[config.mk]
export PLATFORM = sky130hd
export DESIGN_NAME = pipe_addsub
export DESIGN_NICKNAME = d
export VERILOG_FILES = /design/src/rtl/addsub_pkg.sv /design/src/rtl/addsub_dir.sv /design/src/rtl/addsub_core.sv /design/src/rtl/addsub_pipe.sv /design/src/rtl/pipe_addsub.sv
export SDC_FILE = /design/constraint.sdc
export NUM_CORES = 1
export LEC_CHECK = 0
export BUFFER_PORTS_ARGS = -buffer_cell sky130_fd_sc_hd__buf_4
export CAP_MARGIN = 5
export CORE_ASPECT_RATIO = 1.25
export CORE_MARGIN = 2
export CORE_UTILIZATION = 49
export CTS_CLUSTER_DIAMETER = 40
export DETAILED_ROUTE_END_ITERATION = 12
export PLACE_DENSITY = 0.77
export SYNTH_ARGS = -nofsm -noshare
export SYNTH_HDL_FRONTEND = slang
export SYNTH_SLANG_ARGS = --single-unit
[constraint.sdc]
create_clock -name clk -period 0.8 [get_ports clk]
set_input_delay 0.16 -clock clk [delete_from_list [all_inputs] [get_ports clk]]
set_output_delay 0.16 -clock clk [all_outputs]
set_load 0.02 [all_outputs]
[src/rtl/addsub_pkg.sv]
package addsub_pkg;
  typedef enum logic [1:0] {
    OP_FROM_PORT = 2'd0,
    OP_FORCE_ADD = 2'd1,
    OP_FORCE_SUB = 2'd2
  } op_mode_e;
endpackage

[src/rtl/addsub_dir.sv]
module addsub_dir #(
  parameter addsub_pkg::op_mode_e OP_MODE = addsub_pkg::OP_FROM_PORT
) (
  input  logic add_sel,
  output logic do_sub
);
  // a fixed mode ignores the select pin
  generate
    if (OP_MODE == addsub_pkg::OP_FORCE_ADD) begin : g_add
      logic unused_sel;
      assign unused_sel = add_sel;
      assign do_sub = 1'b0;
    end else if (OP_MODE == addsub_pkg::OP_FORCE_SUB) begin : g_sub
      logic unused_sel;
      assign unused_sel = add_sel;
      assign do_sub = 1'b1;
    end else begin : g_port
      assign do_sub = ~add_sel;
    end
  endgenerate
endmodule

[src/rtl/addsub_core.sv]
module addsub_core #(
  parameter int WIDTH     = 8,
  parameter bit IS_SIGNED = 1'b1
) (
  input  logic [WIDTH-1:0] a,
  input  logic [WIDTH-1:0] b,
  input  logic             cin,
  input  logic             do_sub,
  output logic [WIDTH-1:0] res,
  output logic             cout,
  output logic             ovf
);
  localparam int MSB = WIDTH - 1;

  logic [WIDTH-1:0] b_eff;
  logic [WIDTH:0]   total;
  logic             carry_into_msb;

  // Subtract as a + ~b + cin, which equals a - b + cin - 1
  assign b_eff          = do_sub ? ~b : b;
  assign total          = {1'b0, a} + {1'b0, b_eff} + {{WIDTH{1'b0}}, cin};
  assign res            = total[MSB:0];
  assign cout           = total[WIDTH];
  assign carry_into_msb = a[MSB] ^ b_eff[MSB] ^ total[MSB];

  generate
    if (IS_SIGNED) begin : g_signed
      assign ovf = carry_into_msb ^ cout;
    end else begin : g_unsigned
      assign ovf = do_sub ? ~cout : cout;
    end
  endgenerate

  always_comb begin
    // signed overflow always flips the sign relative to a
    if (IS_SIGNED && ovf)
      assert_ovf_sign_flip_R3: assert (res[MSB] != a[MSB]);
    // operands pulling in opposite directions can never overflow
    if (IS_SIGNED && ((a[MSB] != b[MSB]) != do_sub))
      assert_no_overflow_R3: assert (!ovf);
    // an unsigned add that wraps lands at or below a
    if (!IS_SIGNED && !do_sub && ovf)
      assert_add_wrap_R4: assert (res <= a);
    // an unsigned borrow lands at or above a
    if (!IS_SIGNED && do_sub && ovf)
      assert_sub_wrap_R4: assert (res >= a);
    // equal operands with cin high give zero and no borrow
    if (do_sub && cin && (a == b))
      assert_equal_diff_R2: assert (res == '0 && cout);
  end
endmodule

[src/rtl/addsub_pipe.sv]
module addsub_pipe #(
  parameter int DW      = 10,
  parameter int LATENCY = 3
) (
  input  logic          clk,
  input  logic          clr,
  input  logic          ce,
  input  logic [DW-1:0] din,
  output logic [DW-1:0] dout
);
  generate
    if (LATENCY == 0) begin : g_comb
      logic unused_ctl;
      assign unused_ctl = clk ^ clr ^ ce;
      assign dout = din;
    end else begin : g_regs
      logic [DW-1:0] stg [LATENCY];

      always_ff @(posedge clk or posedge clr) begin
        if (clr) begin
          for (int i = 0; i < LATENCY; i++) stg[i] <= '0;
        end else if (ce) begin
          stg[0] <= din;
          for (int i = 1; i < LATENCY; i++) stg[i] <= stg[i-1];
        end
      end

      assign dout = stg[LATENCY-1];

      // clear holds the outputs at zero
      assert_clear_zero_R7: assert property (@(posedge clk) clr |-> (dout == '0));
      // a disabled edge moves nothing
      assert_hold_R8: assert property (@(posedge clk) disable iff (clr)
        !ce |=> $stable(dout));
    end
  endgenerate
endmodule

[src/rtl/pipe_addsub.sv]
module pipe_addsub #(
  parameter int WIDTH     = 8,
  parameter int LATENCY   = 3,
  parameter bit IS_SIGNED = 1'b1,
  parameter addsub_pkg::op_mode_e OP_MODE = addsub_pkg::OP_FROM_PORT
) (
  input  logic             clk,
  input  logic             clr,
  input  logic             ce,
  input  logic             cin,
  input  logic             add_sel,
  input  logic [WIDTH-1:0] op_a,
  input  logic [WIDTH-1:0] op_b,
  output logic [WIDTH-1:0] sum_o,
  output logic             cout_o,
  output logic             ovf_o
);
  localparam int PW = WIDTH + 2;

  logic             do_sub;
  logic [WIDTH-1:0] res_c;
  logic             cout_c;
  logic             ovf_c;
  logic [PW-1:0]    pipe_out;

  addsub_dir #(.OP_MODE(OP_MODE)) u_dir (
    .add_sel (add_sel),
    .do_sub  (do_sub)
  );

  addsub_core #(.WIDTH(WIDTH), .IS_SIGNED(IS_SIGNED)) u_core (
    .a      (op_a),
    .b      (op_b),
    .cin    (cin),
    .do_sub (do_sub),
    .res    (res_c),
    .cout   (cout_c),
    .ovf    (ovf_c)
  );

  // flags ride the same stages as the sum
  addsub_pipe #(.DW(PW), .LATENCY(LATENCY)) u_pipe (
    .clk  (clk),
    .clr  (clr),
    .ce   (ce),
    .din  ({ovf_c, cout_c, res_c}),
    .dout (pipe_out)
  );

  assign {ovf_o, cout_o, sum_o} = pipe_out;
endmodule

==> results of run 1 <==
## kinds of logic after synthesis
| kind of cell | Yosys count | synth area share |
|---|---|---|
| multiplexers | 22 | 0.155 |
| buffers and inverters | 18 | 0.0611 |
| AND/OR/NAND/NOR | 19 | 0.0572 |
| flip-flops | 30 | 0.470 |
| AO/OA/AOI/OAI | 25 | 0.117 |
| XOR/XNOR | 11 | 0.0603 |
| adder cells (fa/ha/maj) | 9 | 0.0799 |
## worst min path at each step
stage               slack (ns)                    endpoint  startpoint  cells after the start
floorplan                 0.25  u_pipe.dout[0]$_DFFE_PP0P_         clr                      1
global placement          0.21  u_pipe.dout[1]$_DFFE_PP0P_         clr                      3
detailed placement        0.22  u_pipe.dout[1]$_DFFE_PP0P_         clr                      3
CTS                       0.24  u_pipe.dout[3]$_DFFE_PP0P_          ce                      2
global route              0.24  u_pipe.dout[3]$_DFFE_PP0P_          ce                      2
finish                    0.24  u_pipe.dout[3]$_DFFE_PP0P_          ce                      2
## cell type report
class,count,area (um^2),area share
clock buffer,8,90.1,0.0382
multi-input combinational,86,828,0.351
timing repair buffer,66,618,0.262
tap,37,46.3,0.0196
sequential,30,753,0.319
inverter,6,22.5,0.00955
## worst register-to-register path, stage by stage (launching register included)
cell	delay, ns
dfrtp_1	0.39
buf_4	0.14
mux2_2	0.25
## state kept, by name, indices dropped and copies added (netlist names)
signal	count
u_pipe.dout	10
u_pipe.g_regs.stg	20
## where the power goes
part           internal (W)  switching [W]  leakage (nW)
clock network      0.000699       0.000500        0.0455
logic               0.00133       0.000896         0.713
registers           0.00197       0.000261         0.348
## metrics by stage
step                utilization  setup WS, ns  cell area (um^2)
CTS                       0.708        -0.912              2240
finish                    0.745        -0.956              2360
floorplan                     -         -1.18              1640
global route              0.745         -1.01              2360
global placement          0.642         -1.20              2030
detailed placement        0.642         -1.28              2030
## cells in the final DEF, fill, tap and decap left out, types with 2 or more instances in the layout
master,instances
nand2b_1,2
o21ai_0,2
inv_1,6
dfrtp_2,2
o21a_1,5
mux2_2,21
buf_12,3
buf_4,42
buf_8,2
dfrtp_1,28
a211oi_2,2
xnor2_2,3
clkbuf_1,2
o31ai_2,2
a21oi_2,3
a21oi_1,3
xnor2_1,7
ha_1,7
nand2_1,5
a21o_1,3
nor2_1,8
o21ai_2,2
buf_6,18
fa_2,2
clkbuf_8,6
## per-layer routing
layer,share of wire,vias up,GRT usage
met3,0.038,10,0.0524
li1,-,573,-
met2,0.57,38,0.314
met4,0.028,0,0.0976
met5,0,-,0
met1,0.36,584,0.185
## timing repair
action	CTS	global route
hold endpoints to repair	30	0
buffers inserted	5	6
endpoints found under the setup margin	20	23
hold buffers	1	0
resized for setup	17	20
pin swaps	6	5
gates cloned	0	0
==> reports/results.ini, run 1 <==
[min_path]
hold_path_class=in -> reg

[worst_setup_path]
crit_family=adder cells
cp.required_ns=0.96
crit_path_end=u_pipe.g_regs.stg[29]$_DFFE_PP0P_
worstPathCellList=buf_8, xor2_2, fa_2, fa_2, nor2b_4, o31a_1, buf_6, a221oi_4, xnor2_1, a21oi_1
critPathLaunch=add_sel
worstSetupPathType=in -> reg
cp.depth=10
cpMostUsedCell=fa_2
r2r_cells=2
slowest_stage=fa_2
cp.arrival_ns=1.92
rrSetupSlack_ns=-0.08
startpoint_type=input port
crit_buf_inv=2
r2r_start=u_pipe.dout[5]$_DFFE_PP0P_
slowest_delay_ns=0.39
critPathMaxFanout=2
reg2reg_to=u_pipe.dout[5]$_DFFE_PP0P_
worstSetupEndpointType=flip-flop

[synth]
synthArstFlopShare=1.00
syn_area_um2=1600
seq_area_frac_synth=0.470
yosys.area.top_type=dfrtp_1
synth_cell_types=25
synth_warnings=0
yosys-top-cells-count=dfrtp_1 (30), mux2_2 (22), xnor2_1 (10), buf_4 (8), nor2_1 (8)
synthCells=134
yosysMostFrequentCell=dfrtp_1
synth_edf_count=0
ys_seq_elements=30
ys.flop_type=dfrtp_1
syn_nets=164
netlist.area_leader.share=0.470
synthTopCellsByArea=dfrtp_1 (47%), mux2_2 (16%), ha_1 (5.5%), xnor2_1 (5.5%), buf_4 (3.8%)
syn_avg_cell_area_um2=11.9

[cts]
clkSinkCount=30
cts_buffer_depth=2
path_clk_slew_ns=0.06
cts_buffers=5
htreeDepth=2
clk_latency_ns=0.28
cts_tree=done
clockRootBuffer=clkbuf_8

[detailed_routing]
finalWirelength_um=3190
drtAntennaViolNets=0
wl_per_cell_um=13.7
via_count=1205
drtPass1Iterations=4
via_per_inst=5.17
first_iter_violations=18
drc=0

[die]
start_util=0.505
rows=23
die_h_um=67.8
fp.dieW_um=55.1
core_um2=3170
die_area_um2=3740
io_pins=31

[status]
status=finished with violations
violations=setup timing

[layout]
antenna_cells=0
synthToLayoutAreaGrowth_pct=47.6
fillCellCount=212
finalNetCount=225
fin_cells=233
drive_gt1_frac=0.577

[sta]
rsz0062_at_grt=yes
drv_slew=0
clock.fmax_mhz=570
min_period_over_period=2.19
worst_slew_pin_slew_ns=0.281
hold_viol_final=0
setup_ws_ns=-0.956
whs_ns=0.242
finClkSkew_ns=0.00755
setup_viol=24
fin_crit_ns=1.76
max_slew_margin=0.812
fin_setup_tns_ns=-9.42

[placement]
routabilityCongestion=0.865
dpl.hpwl_um=2310
dp.cells=214
portBuffers=30

[power_and_ir_drop]
ir_drop_uv=1730
power_density_nw_per_um2=2400
total_power_w=0.00566
p_leak_nw=1.11

[global_routing]
antenna_found_initial=0
grt.total_usage=0.179
grt_pass1_vias=1216
grt_start_max_net_pins=31
grt_overflow=0
grt_pass1_wl_um=4760

[job]
maxCapViolations=0

Power figures use the tool's default switching activity.
==> run 2: changes to the inputs <==
--- a/config.mk
+++ b/config.mk
@@ -5,14 +5,14 @@
 export SDC_FILE = /design/constraint.sdc
 export NUM_CORES = 1
 export LEC_CHECK = 0
-export BUFFER_PORTS_ARGS = -buffer_cell sky130_fd_sc_hd__buf_4
 export CAP_MARGIN = 5
 export CORE_ASPECT_RATIO = 1.25
 export CORE_MARGIN = 2
-export CORE_UTILIZATION = 49
+export CORE_UTILIZATION = 50
 export CTS_CLUSTER_DIAMETER = 40
 export DETAILED_ROUTE_END_ITERATION = 12
-export PLACE_DENSITY = 0.77
+export DONT_BUFFER_PORTS = 1
+export PLACE_DENSITY = 0.66
 export SYNTH_ARGS = -nofsm -noshare
 export SYNTH_HDL_FRONTEND = slang
 export SYNTH_SLANG_ARGS = --single-unit
==> run 2 against run 1 <==
  * Non-clock buffer count is 33 lower
  * The run ends with hold timing, setup timing left
  * Core utilization is 6.2 points lower
  * Sequential share of layout area increased by 4.8 points
  * Via count shrank 11%
  * Clock skew down 0.0033 ns
  * Critical path type unchanged
  * Die area decreased by 1.9%
  * Power shrank 8.9%
  * Global-route usage is 0.44 points higher
==> reports/results.ini, run 2 (synthesis gave the netlist of run 1 again) <==
[status]
status=finished with violations
violations=hold timing, setup timing

[global_routing]
grt.total_usage=0.183
grt_start_max_net_pins=32
grt_overflow=0
antenna_found_initial=0
grt_pass1_vias=1047
grt_pass1_wl_um=4530

[sta]
setup_ws_ns=-0.774
max_slew_margin=0.811
fin_crit_ns=1.57
drv_slew=0
hold_viol_final=24
min_period_over_period=1.97
setup_viol=21
clock.fmax_mhz=635
worst_slew_pin_slew_ns=0.282
rsz0062_at_grt=yes
whs_ns=-0.0999
finClkSkew_ns=0.00424

[die]
rows=22
die_h_um=67.2
core_um2=3000
io_pins=31
fp.dieW_um=54.6
die_area_um2=3670
start_util=0.533

[detailed_routing]
finalWirelength_um=2880
via_per_inst=5.42
drtAntennaViolNets=0
drc=0
via_count=1078
first_iter_violations=18
wl_per_cell_um=14.5
drtPass1Iterations=4

[cts]
cts_tree=done
cts_buffer_depth=2
clkSinkCount=30
cts_buffers=5
htreeDepth=2
postCtsHoldBufs=1
clockRootBuffer=clkbuf_4
clk_latency_ns=0.33
path_clk_slew_ns=0.09

[layout]
antenna_cells=0
mostFrequentLayoutCell=dfrtp_1
top_register=u_pipe.g_regs.stg
finalInstanceArea_um2=2050
synthToLayoutAreaGrowth_pct=28.3
drive_gt1_frac=0.479
fillCellCount=249
finalNetCount=192
largest_reg_flops=20
fin_util=0.683
final_cell_mix=dfrtp_1 (28), mux2_2 (19), buf_4 (17), buf_6 (14)

[power_and_ir_drop]
combPwrFrac=0.392
p_clk_frac=0.178
p_int_w=0.00359
switching_share=0.304
power_density_nw_per_um2=2510
seqPwrFrac=0.430
p_sw_w=0.00157
p_leak_nw=0.929
ir_drop_uv=1240

[worst_setup_path]
crit_family=adder cells
startpoint_type=input port
slowest_stage=fa_2
worstSetupEndpointType=flip-flop
worstPathCellList=xor2_4, fa_2, fa_2, nor2b_4, o31a_1, o21a_1, nor3_2, o31ai_1
worstSetupPathType=in -> reg
cp.arrival_ns=1.81
slowest_delay_ns=0.37
crit_buf_inv=0
cp.required_ns=1.03
cpMostUsedCell=fa_2
critPathMaxFanout=8

[placement]
routabilityCongestion=0.745
dpl.hpwl_um=1930
portBuffers=0
post_dp_cell_area_um2=1770

[job]
maxCapViolations=0

[min_path]
hold_path_class=in -> reg

==> run 2: changes by cell type in the layout (fill, tap and decap cells not counted), sizes merged <==
cell	change
buf	-33
clkbuf	-1
clkinv	+1
==> run 2: worst reg2reg max path, delay by kind of cell, from the launching register on <==
| kind | cells | cell delay, ns |
|---|---|---|
| buffers and inverters | 1 | 0.11 |
| multiplexers | 1 | 0.25 |
| flip-flops | 1 | 0.42 |
==> run 2: timing repair <==
action / CTS / global route
hold endpoints to repair: 56 / 26
buffers inserted: 6 / 4
resized for setup: 16 / 16
pin swaps: 9 / 4
setup endpoints to repair: 19 / 22
==> run 2: area by class of cell <==
cell class | count | area, um^2 | area share
multi-input cells | 86 | 855 | 0.417
well taps | 36 | 45.0 | 0.0220
clock buffers | 7 | 55.1 | 0.0268
flip-flops and latches | 30 | 753 | 0.367
clock inverters | 1 | 5.00 | 0.00244
repair buffers | 33 | 315 | 0.154
inverters | 6 | 22.5 | 0.0110
==> run 2: layer usage <==
metal | vias up | share of wire | track usage
li1 | 513 | - | -
met1 | 529 | 0.40 | 0.202
met2 | 30 | 0.53 | 0.297
met3 | 6 | 0.045 | 0.0619
met4 | 0 | 0.029 | 0.113
met5 | - | 0 | 0
==> run 2: power groups by stage <==
stage	clock network [W]	logic, W	registers (W)
detailed placement	0	0.00160	0.00221
CTS	0.000951	0.00183	0.00221
finish	0.000916	0.00202	0.00222
floorplan	0	0.00127	0.00218
global placement	0	0.00154	0.00218
global route	0.00102	0.00217	0.00227
==> run 2: worst paths after layout <==
check,startpoint,to,slack [ns],cells past startpoint
hold reg to reg,u_pipe.g_regs.stg[24]$_DFFE_PP0P_,u_pipe.g_regs.stg[24]$_DFFE_PP0P_,0.48,1
setup reg to reg,u_pipe.dout[8]$_DFFE_PP0P_,u_pipe.dout[8]$_DFFE_PP0P_,-0.09,2
max in group asynchronous,clr,u_pipe.dout[8]$_DFFE_PP0P_,0.33,3
min in group asynchronous,clr,u_pipe.g_regs.stg[17]$_DFFE_PP0P_,0.31,3
setup / recovery,add_sel,u_pipe.g_regs.stg[26]$_DFFE_PP0P_,-0.77,8
hold / removal,ce,u_pipe.g_regs.stg[28]$_DFFE_PP0P_,-0.1,1
==> run 2: through the flow <==
step / power [W] / TNS, ns / worst slack (ns) / instances
3_3_place_gp: 0.00373 / -8.07 / -1.08 / 182
3_5_place_dp: 0.00381 / -8.54 / -1.16 / 182
6_report: 0.00515 / -7.99 / -0.774 / 199
2_1_floorplan: 0.00345 / -8.94 / -1.18 / 134
4_1_cts: 0.00500 / -7.59 / -0.735 / 196
5_1_grt: 0.00547 / -8.61 / -0.820 / 199
